## config.mk

```make
export PLATFORM = sky130hd
export DESIGN_NAME = vstrip_profiler
export DESIGN_NICKNAME = d
export VERILOG_FILES = /design/src/rtl/vsp_pkg.sv /design/src/rtl/vsp_train_ctl.sv /design/src/rtl/vsp_col_counter.sv /design/src/rtl/vsp_decide.sv /design/src/rtl/vsp_out_stage.sv /design/src/rtl/vstrip_profiler.sv
export SDC_FILE = /design/constraint.sdc
export NUM_CORES = 1
export LEC_CHECK = 0
export BUFFER_PORTS_ARGS = -buffer_cell sky130_fd_sc_hd__buf_2
export CELL_PAD_IN_SITES_DETAIL_PLACEMENT = 0
export CELL_PAD_IN_SITES_GLOBAL_PLACEMENT = 1
export CORE_MARGIN = 1
export CORE_UTILIZATION = 40
export CTS_CLUSTER_SIZE = 8
export DETAILED_ROUTE_END_ITERATION = 12
export PLACE_DENSITY = 0.75
export SYNTH_ARGS = -nofsm -noshare
export SYNTH_HDL_FRONTEND = slang
export SYNTH_SLANG_ARGS = --single-unit
```

## constraint.sdc

```tcl
create_clock -name clk -period 17 [get_ports clk]
set_clock_uncertainty 0.05 [all_clocks]
set_input_delay 3.4 -clock clk [delete_from_list [all_inputs] [get_ports clk]]
set_output_delay 3.4 -clock clk [all_outputs]
set_load 0.005 [all_outputs]
```

## src/rtl/vsp_pkg.sv

```systemverilog
package vsp_pkg;

    typedef enum logic {
        PH_IDLE  = 1'b0,
        PH_TRAIN = 1'b1
    } phase_e;

    typedef struct packed {
        logic clear;
        logic accept;
        logic commit;
    } train_ctl_t;

    // Strict majority test: 2*part > whole
    function automatic logic more_than_half(input logic [31:0] part,
                                            input logic [31:0] whole);
        return {part, 1'b0} > {1'b0, whole};
    endfunction

endpackage

```

## src/rtl/vsp_train_ctl.sv

```systemverilog
module vsp_train_ctl
    import vsp_pkg::*;
#(
    parameter int unsigned CNT_W = 8
) (
    input  logic             clk,
    input  logic             rst,
    input  logic             start_i,
    input  logic             done_i,
    input  logic             valid_i,
    output train_ctl_t       ctl_o,
    output logic [CNT_W-1:0] n_q_o,
    output logic [CNT_W-1:0] n_next_o
);
    localparam logic [CNT_W-1:0] N_MAX = {CNT_W{1'b1}};

    phase_e           phase_q, phase_d;
    logic [CNT_W-1:0] n_q, n_d;
    logic             full;

    assign full = (n_q == N_MAX);

    always_comb begin
        ctl_o.clear  = start_i;
        ctl_o.accept = valid_i & (start_i | ((phase_q == PH_TRAIN) & ~full));
        ctl_o.commit = done_i & (phase_q == PH_TRAIN) & ~start_i;
    end

    always_comb begin
        if (ctl_o.clear) begin
            n_d = CNT_W'(ctl_o.accept);
        end else if (ctl_o.accept) begin
            n_d = n_q + CNT_W'(1);
        end else begin
            n_d = n_q;
        end
    end

    always_comb begin
        phase_d = phase_q;
        if (ctl_o.clear) begin
            phase_d = PH_TRAIN;
        end else if (ctl_o.commit) begin
            phase_d = PH_IDLE;
        end
    end

    always_ff @(posedge clk) begin
        if (rst) begin
            phase_q <= PH_IDLE;
            n_q     <= '0;
        end else begin
            phase_q <= phase_d;
            n_q     <= n_d;
        end
    end

    assign n_q_o    = n_q;
    assign n_next_o = n_d;


    sat_hold_chk: assert property (@(posedge clk) disable iff (rst)
        (n_q == N_MAX && !start_i) |=> (n_q == N_MAX));


    clear_on_start_chk: assert property (@(posedge clk) disable iff (rst)
        (start_i && !valid_i) |=> (n_q == '0));


    idle_no_count_chk: assert property (@(posedge clk) disable iff (rst)
        (phase_q == PH_IDLE && !start_i) |=> $stable(n_q));

endmodule

```

## src/rtl/vsp_col_counter.sv

```systemverilog
module vsp_col_counter #(
    parameter int unsigned CNT_W     = 8,
    parameter logic        PRECHARGE = 1'b1
) (
    input  logic             clk,
    input  logic             rst,
    input  logic             clear_i,
    input  logic             accept_i,
    input  logic             bit_i,
    output logic [CNT_W-1:0] cnt_q_o,
    output logic [CNT_W-1:0] cnt_next_o
);
    localparam logic [CNT_W-1:0] C_MAX = {CNT_W{1'b1}};

    logic             hit;
    logic [CNT_W-1:0] cnt_q, cnt_d;

    assign hit = accept_i & (bit_i != PRECHARGE);

    always_comb begin
        if (clear_i) begin
            cnt_d = CNT_W'(hit);
        end else if (hit && cnt_q != C_MAX) begin
            cnt_d = cnt_q + CNT_W'(1);
        end else begin
            cnt_d = cnt_q;
        end
    end

    always_ff @(posedge clk) begin
        if (rst) begin
            cnt_q <= '0;
        end else begin
            cnt_q <= cnt_d;
        end
    end

    assign cnt_q_o    = cnt_q;
    assign cnt_next_o = cnt_d;

endmodule

```

## src/rtl/vsp_decide.sv

```systemverilog
module vsp_decide
    import vsp_pkg::*;
#(
    parameter int unsigned DATA_W = 16,
    parameter int unsigned CNT_W  = 8
) (
    input  logic [DATA_W-1:0][CNT_W-1:0] cnt_i,
    input  logic [CNT_W-1:0]             n_i,
    output logic                         plane_o,
    output logic [DATA_W-1:0]            mask_o
);
    localparam int unsigned SUM_W = CNT_W + $clog2(DATA_W) + 1;

    logic [SUM_W-1:0] total;
    logic [SUM_W-1:0] all_bits;

    always_comb begin
        total = '0;
        for (int c = 0; c < DATA_W; c++) begin
            total = total + SUM_W'(cnt_i[c]);
        end
    end

    assign all_bits = SUM_W'(n_i) * SUM_W'(DATA_W);
    assign plane_o  = more_than_half(32'(total), 32'(all_bits));

    for (genvar c = 0; c < DATA_W; c++) begin : g_col
        logic [CNT_W-1:0] adj;
        assign adj       = plane_o ? (n_i - cnt_i[c]) : cnt_i[c];
        assign mask_o[c] = more_than_half(32'(adj), 32'(n_i));
    end

endmodule

```

## src/rtl/vsp_out_stage.sv

```systemverilog
module vsp_out_stage #(
    parameter int unsigned DATA_W = 16
) (
    input  logic              clk,
    input  logic              rst,
    input  logic              valid_i,
    input  logic [DATA_W-1:0] raw_i,
    input  logic [DATA_W-1:0] flip_i,
    output logic              valid_o,
    output logic [DATA_W-1:0] data_o
);
    always_ff @(posedge clk) begin
        if (rst) begin
            valid_o <= 1'b0;
            data_o  <= '0;
        end else begin
            valid_o <= valid_i;
            if (valid_i) begin
                data_o <= raw_i ^ flip_i;
            end
        end
    end

endmodule

```

## src/rtl/vstrip_profiler.sv

```systemverilog
module vstrip_profiler
    import vsp_pkg::*;
#(
    parameter int unsigned DATA_W    = 16,
    parameter int unsigned CNT_W     = 8,
    parameter logic        PRECHARGE = 1'b1
) (
    input  logic              clk,
    input  logic              rst,
    input  logic              train_start_i,
    input  logic              train_done_i,
    input  logic              sample_valid_i,
    input  logic [DATA_W-1:0] sample_data_i,
    output logic [DATA_W-1:0] col_mask_o,
    output logic              plane_inv_o,
    input  logic              rd_valid_i,
    input  logic [DATA_W-1:0] rd_raw_i,
    output logic              rd_valid_o,
    output logic [DATA_W-1:0] rd_data_o
);
    train_ctl_t                   ctl;
    logic [CNT_W-1:0]             n_q, n_next;
    logic [DATA_W-1:0][CNT_W-1:0] cnt_q, cnt_next;
    logic                         plane_d, plane_q;
    logic [DATA_W-1:0]            mask_d, mask_q;

    vsp_train_ctl #(.CNT_W(CNT_W)) u_ctl (
        .clk      (clk),
        .rst      (rst),
        .start_i  (train_start_i),
        .done_i   (train_done_i),
        .valid_i  (sample_valid_i),
        .ctl_o    (ctl),
        .n_q_o    (n_q),
        .n_next_o (n_next)
    );

    for (genvar c = 0; c < DATA_W; c++) begin : g_cnt
        vsp_col_counter #(.CNT_W(CNT_W), .PRECHARGE(PRECHARGE)) u_col (
            .clk        (clk),
            .rst        (rst),
            .clear_i    (ctl.clear),
            .accept_i   (ctl.accept),
            .bit_i      (sample_data_i[c]),
            .cnt_q_o    (cnt_q[c]),
            .cnt_next_o (cnt_next[c])
        );


        col_bound_chk: assert property (@(posedge clk) disable iff (rst)
            cnt_q[c] <= n_q);
    end

    vsp_decide #(.DATA_W(DATA_W), .CNT_W(CNT_W)) u_dec (
        .cnt_i   (cnt_next),
        .n_i     (n_next),
        .plane_o (plane_d),
        .mask_o  (mask_d)
    );

    always_ff @(posedge clk) begin
        if (rst) begin
            plane_q <= 1'b0;
            mask_q  <= '0;
        end else if (ctl.commit) begin
            plane_q <= plane_d;
            mask_q  <= mask_d;
        end
    end

    assign col_mask_o  = mask_q;
    assign plane_inv_o = plane_q;

    vsp_out_stage #(.DATA_W(DATA_W)) u_out (
        .clk     (clk),
        .rst     (rst),
        .valid_i (rd_valid_i),
        .raw_i   (rd_raw_i),
        .flip_i  ({DATA_W{plane_q}} ^ mask_q),
        .valid_o (rd_valid_o),
        .data_o  (rd_data_o)
    );


    mask_hold_chk: assert property (@(posedge clk) disable iff (rst)
        !(train_done_i && !train_start_i && ctl.accept == ctl.accept && u_ctl.phase_q == PH_TRAIN)
        |=> ($stable(col_mask_o) && $stable(plane_inv_o)));


    rd_path_chk: assert property (@(posedge clk) disable iff (rst)
        rd_valid_i |=> (rd_valid_o &&
            ((rd_data_o ^ $past(rd_raw_i)) == ({DATA_W{$past(plane_inv_o)}} ^ $past(col_mask_o)))));


    rd_hold_chk: assert property (@(posedge clk) disable iff (rst)
        !rd_valid_i |=> (!rd_valid_o && $stable(rd_data_o)));

endmodule

```

==> impl_metrics.json <==
{
  "insertedDiodeCount": 0,
  "unrepaired_setup_endpoints_after_global_routing": "no",
  "cap_violations": 0,
  "timing.final.max_slew_violations": 0,
  "p_leak_nw": 9.86,
  "seq_area_frac_synth": 0.171,
  "critical_path.startpoint": "train_start_i",
  "fin_crit_ps": 14360,
  "drc": 0,
  "design.final.nets": 2985,
  "number_of_cell_rows": 81,
  "yosysWarnings": 0,
  "maxClockFrequency_mhz": 69.6,
  "synthToLayoutAreaGrowth_pct": 8.62,
  "die-width_um": 226,
  "post-dp-hpwl_um": 45200,
  "grt_first_pass_wirelength_um": 96500,
  "finalSetupViolCount": 0,
  "placeableCoreArea_mm2": 0.0492,
  "final_layout_size_suffix_gt1_frac": 0.0729,
  "cts_tree": "built",
  "cts_resized": 0,
  "power-per-cell-area_mw_per_mm2": 81.2,
  "syn-instance-count": 2509,
  "tritoncts_buffer_count": 17,
  "main_combinational_cell_family_by_area_after_synthesis": "adder cells",
  "globalRouteOverflowTotal": 0,
  "floorplan.die_area_mm2": 0.0510,
  "clk_transition_reported_paths_ps": 70,
  "critical_path.most_common_cell": "fa_1",
  "yosys.area_share.simple": 0.201,
  "run_status": "completed",
  "num_io_pins": 72,
  "clock_tree.root_cell": "clkbuf_16",
  "finalHoldViolCount": 0,
  "critical_path.n_buffers_inverters": 7,
  "max_slew_margin": 0.121,
  "worst_pin_slew_ps": 1320,
  "clock_tree.buffer_depth": 2,
  "ctsHoldBuffers": 0,
  "layout_worst_path_cycle_share": 0.845,
  "antenna_violations_before_repair": 0,
  "synthArstFlopShare": 0,
  "critPathLaunchType": "primary input",
  "first_global_vias": 17462,
  "fin_hold_ws_ps": 437,
  "floorplan.die.height_um": 226,
  "hold_class": "register to register",
  "initial_utilization": 0.408,
  "dominantRegCellSynth": "dfxtp_1",
  "post_cts_buffers": 0,
  "synthesis.area_per_instance_um2": 7.99,
  "ys_seq_elements": 171,
  "area_fraction_in_compound_gates_after_synthesis": 0.147,
  "crit_path_end_kind": "register",
  "drt_pass1_iterations": 6,
  "path_class": "primary input to register",
  "hold_path_startpoint": "u_out.data_o[1]",
  "post_drt_wl_per_cell_um": 18.9,
  "sink_count": 171,
  "postRouteAntennaNets": 0,
  "ctsHtreeMaxLevel": 4,
  "syn_nets": 2942,
  "detailedRoute.firstIterationViolations": 1015,
  "grt_start_max_net_pins": 64,
  "routed_via_count_divided_by_cell_count": 5.45,
  "vdd.ir_drop.worst_v": 0.0000879,
  "most_common_cell_after_layout_fill_and_taps_aside": "nor2_1",
  "synth.distinct_cells": 59,
  "fin_setup_tns_ps": 0,
  "syn_area_mm2": 0.0201,
  "cp_data_arrival_time_ps": 14650,
  "numPortBuffers": 71,
  "synth_xor_xnor_area_share": 0.0895,
  "gp_congestion": 0.888,
  "rr_startpoint": "u_ctl.n_q_o[0]",
  "critical_path_peak_fanout": 53,
  "crit_path_top_delay_cell": "a211oi_1",
  "route.vias.total": 17596,
  "critPathRequiredTime_ps": 17290,
  "top_library_cells_by_usage_in_the_layout_fill_and_taps_aside": "nor2_1 (340), ha_1 (277), inv_1 (258), dfxtp_1 (170), a21oi_1 (156)",
  "synth.mux.area_fraction": 0.0372,
  "clock_latency_ps": 500,
  "crit_path_max_incr_delay_ps": 600,
  "wirelength_um": 61000,
  "synthAdderAreaFrac": 0.291,
  "path_delay_family": "adder cells",
  "grt_util_all_layers": 0.249,
  "synth-edff-count": 0
}
==> Yosys cell counts, drive strengths merged, types with 2 or more instances <==
cell type,number,area share
a41o,4,0.0020
nand3b,4,0.0015
ha,277,0.17
a211oi,17,0.0064
o31ai,3,0.0011
a31oi,7,0.0022
or2,42,0.013
xor2,75,0.033
or3,19,0.0059
o21bai,19,0.0071
o21ai,127,0.032
nand2b,15,0.0047
and4,6,0.0026
buf,10,0.0025
mux2i,70,0.035
a311oi,21,0.0092
a21o,47,0.018
a311o,3,0.0015
o32ai,2,0.00087
o211ai,6,0.0022
and4b,4,0.0022
a211o,8,0.0035
mux2,4,0.0022
xnor2,130,0.057
nand2,155,0.029
nor3,55,0.014
nand4,57,0.018
nand4b,4,0.0017
fa,118,0.12
dfxtp,171,0.17
o32a,14,0.0070
inv,259,0.048
clkbuf,68,0.013
o41ai,14,0.0061
and3,23,0.0072
a21oi,158,0.040
a21boi,2,0.00075
nor3b,6,0.0022
nand3,59,0.015
nor2b,46,0.014
o21a,13,0.0049
nor2,340,0.064
nor4,15,0.0047
==> flip-flops by register name (all words and copies together), names as in the netlist <==
register and cells:
u_out.data_o 16, g_cnt.u_col.cnt_q_o 128, u_ctl.n_q_o 8, col_mask_o 16, u_ctl.phase_q 1, u_out.valid_o 1, plane_inv_o 1
==> path summary, 6_finish.rpt <==
check                         end  slack (ps)  depth (start not counted)
setup / recovery   col_mask_o[13]        2640                         47
setup reg to reg   col_mask_o[13]        5440                         47
hold / removal    u_out.data_o[1]         440                          2
hold reg to reg   u_out.data_o[1]         440                          2
==> final cells by class <==
cell class,count,area (µm²)
clock inverters,10,116
clock buffers,21,450
repair buffers,102,593
fillers,4965,27400
multi-input cells,2000,15400
flip-flops and latches,171,3420
inverters,260,976
well taps,664,831
==> where the power goes <==
group | leakage (nW) | total, mW | internal (mW) | switching, mW
clock | 0.274 | 0.402 | 0.219 | 0.183
combinational | 8.20 | 0.948 | 0.420 | 0.528
sequential | 1.38 | 0.418 | 0.409 | 0.00913
==> per-stage QoR <==
step                      instance area [µm²]  setup slack (ps)  instances  utilization  power (mW)
final                                   21800              2640       3228        0.443        1.77
after global routing                    21800              1780       3228        0.443        1.93
after CTS                               21800              2760       3228        0.443        1.78
after detailed placement                21200              2220       3197        0.432        1.36
after global placement                  21200              2360       3197        0.432        1.33
after floorplan                         20100              3260       2509            -        1.16
==> layer usage <==
layer,global-route usage,wire length [µm]
met1,0.334,28900
met2,0.410,27900
met3,0.0410,3110
met4,0.0676,1170
met5,0,0
==> kinds of logic (layout without fill, tap and decap cells) <==
logic type	after synthesis	in the layout
AOI/OAI and AO/OA	472	472
xor gates and xnor gates	205	205
and+or+nand+nor	854	854
buffers and inverters	338	393
DFF	171	171
muxes	74	74
adders and majority gates	395	395
==> worst reg2reg max path, delay by kind of cell (launching register included) <==
kind            cells  cell delay (ps)
fa+ha+maj          11             4730
compound gates     18             3320
simple gates        9             1530
buf+inv             6              840
xor+xnor            2              450
flops               1              350
mux                 1              180
(Power assumes the default switching activity.)
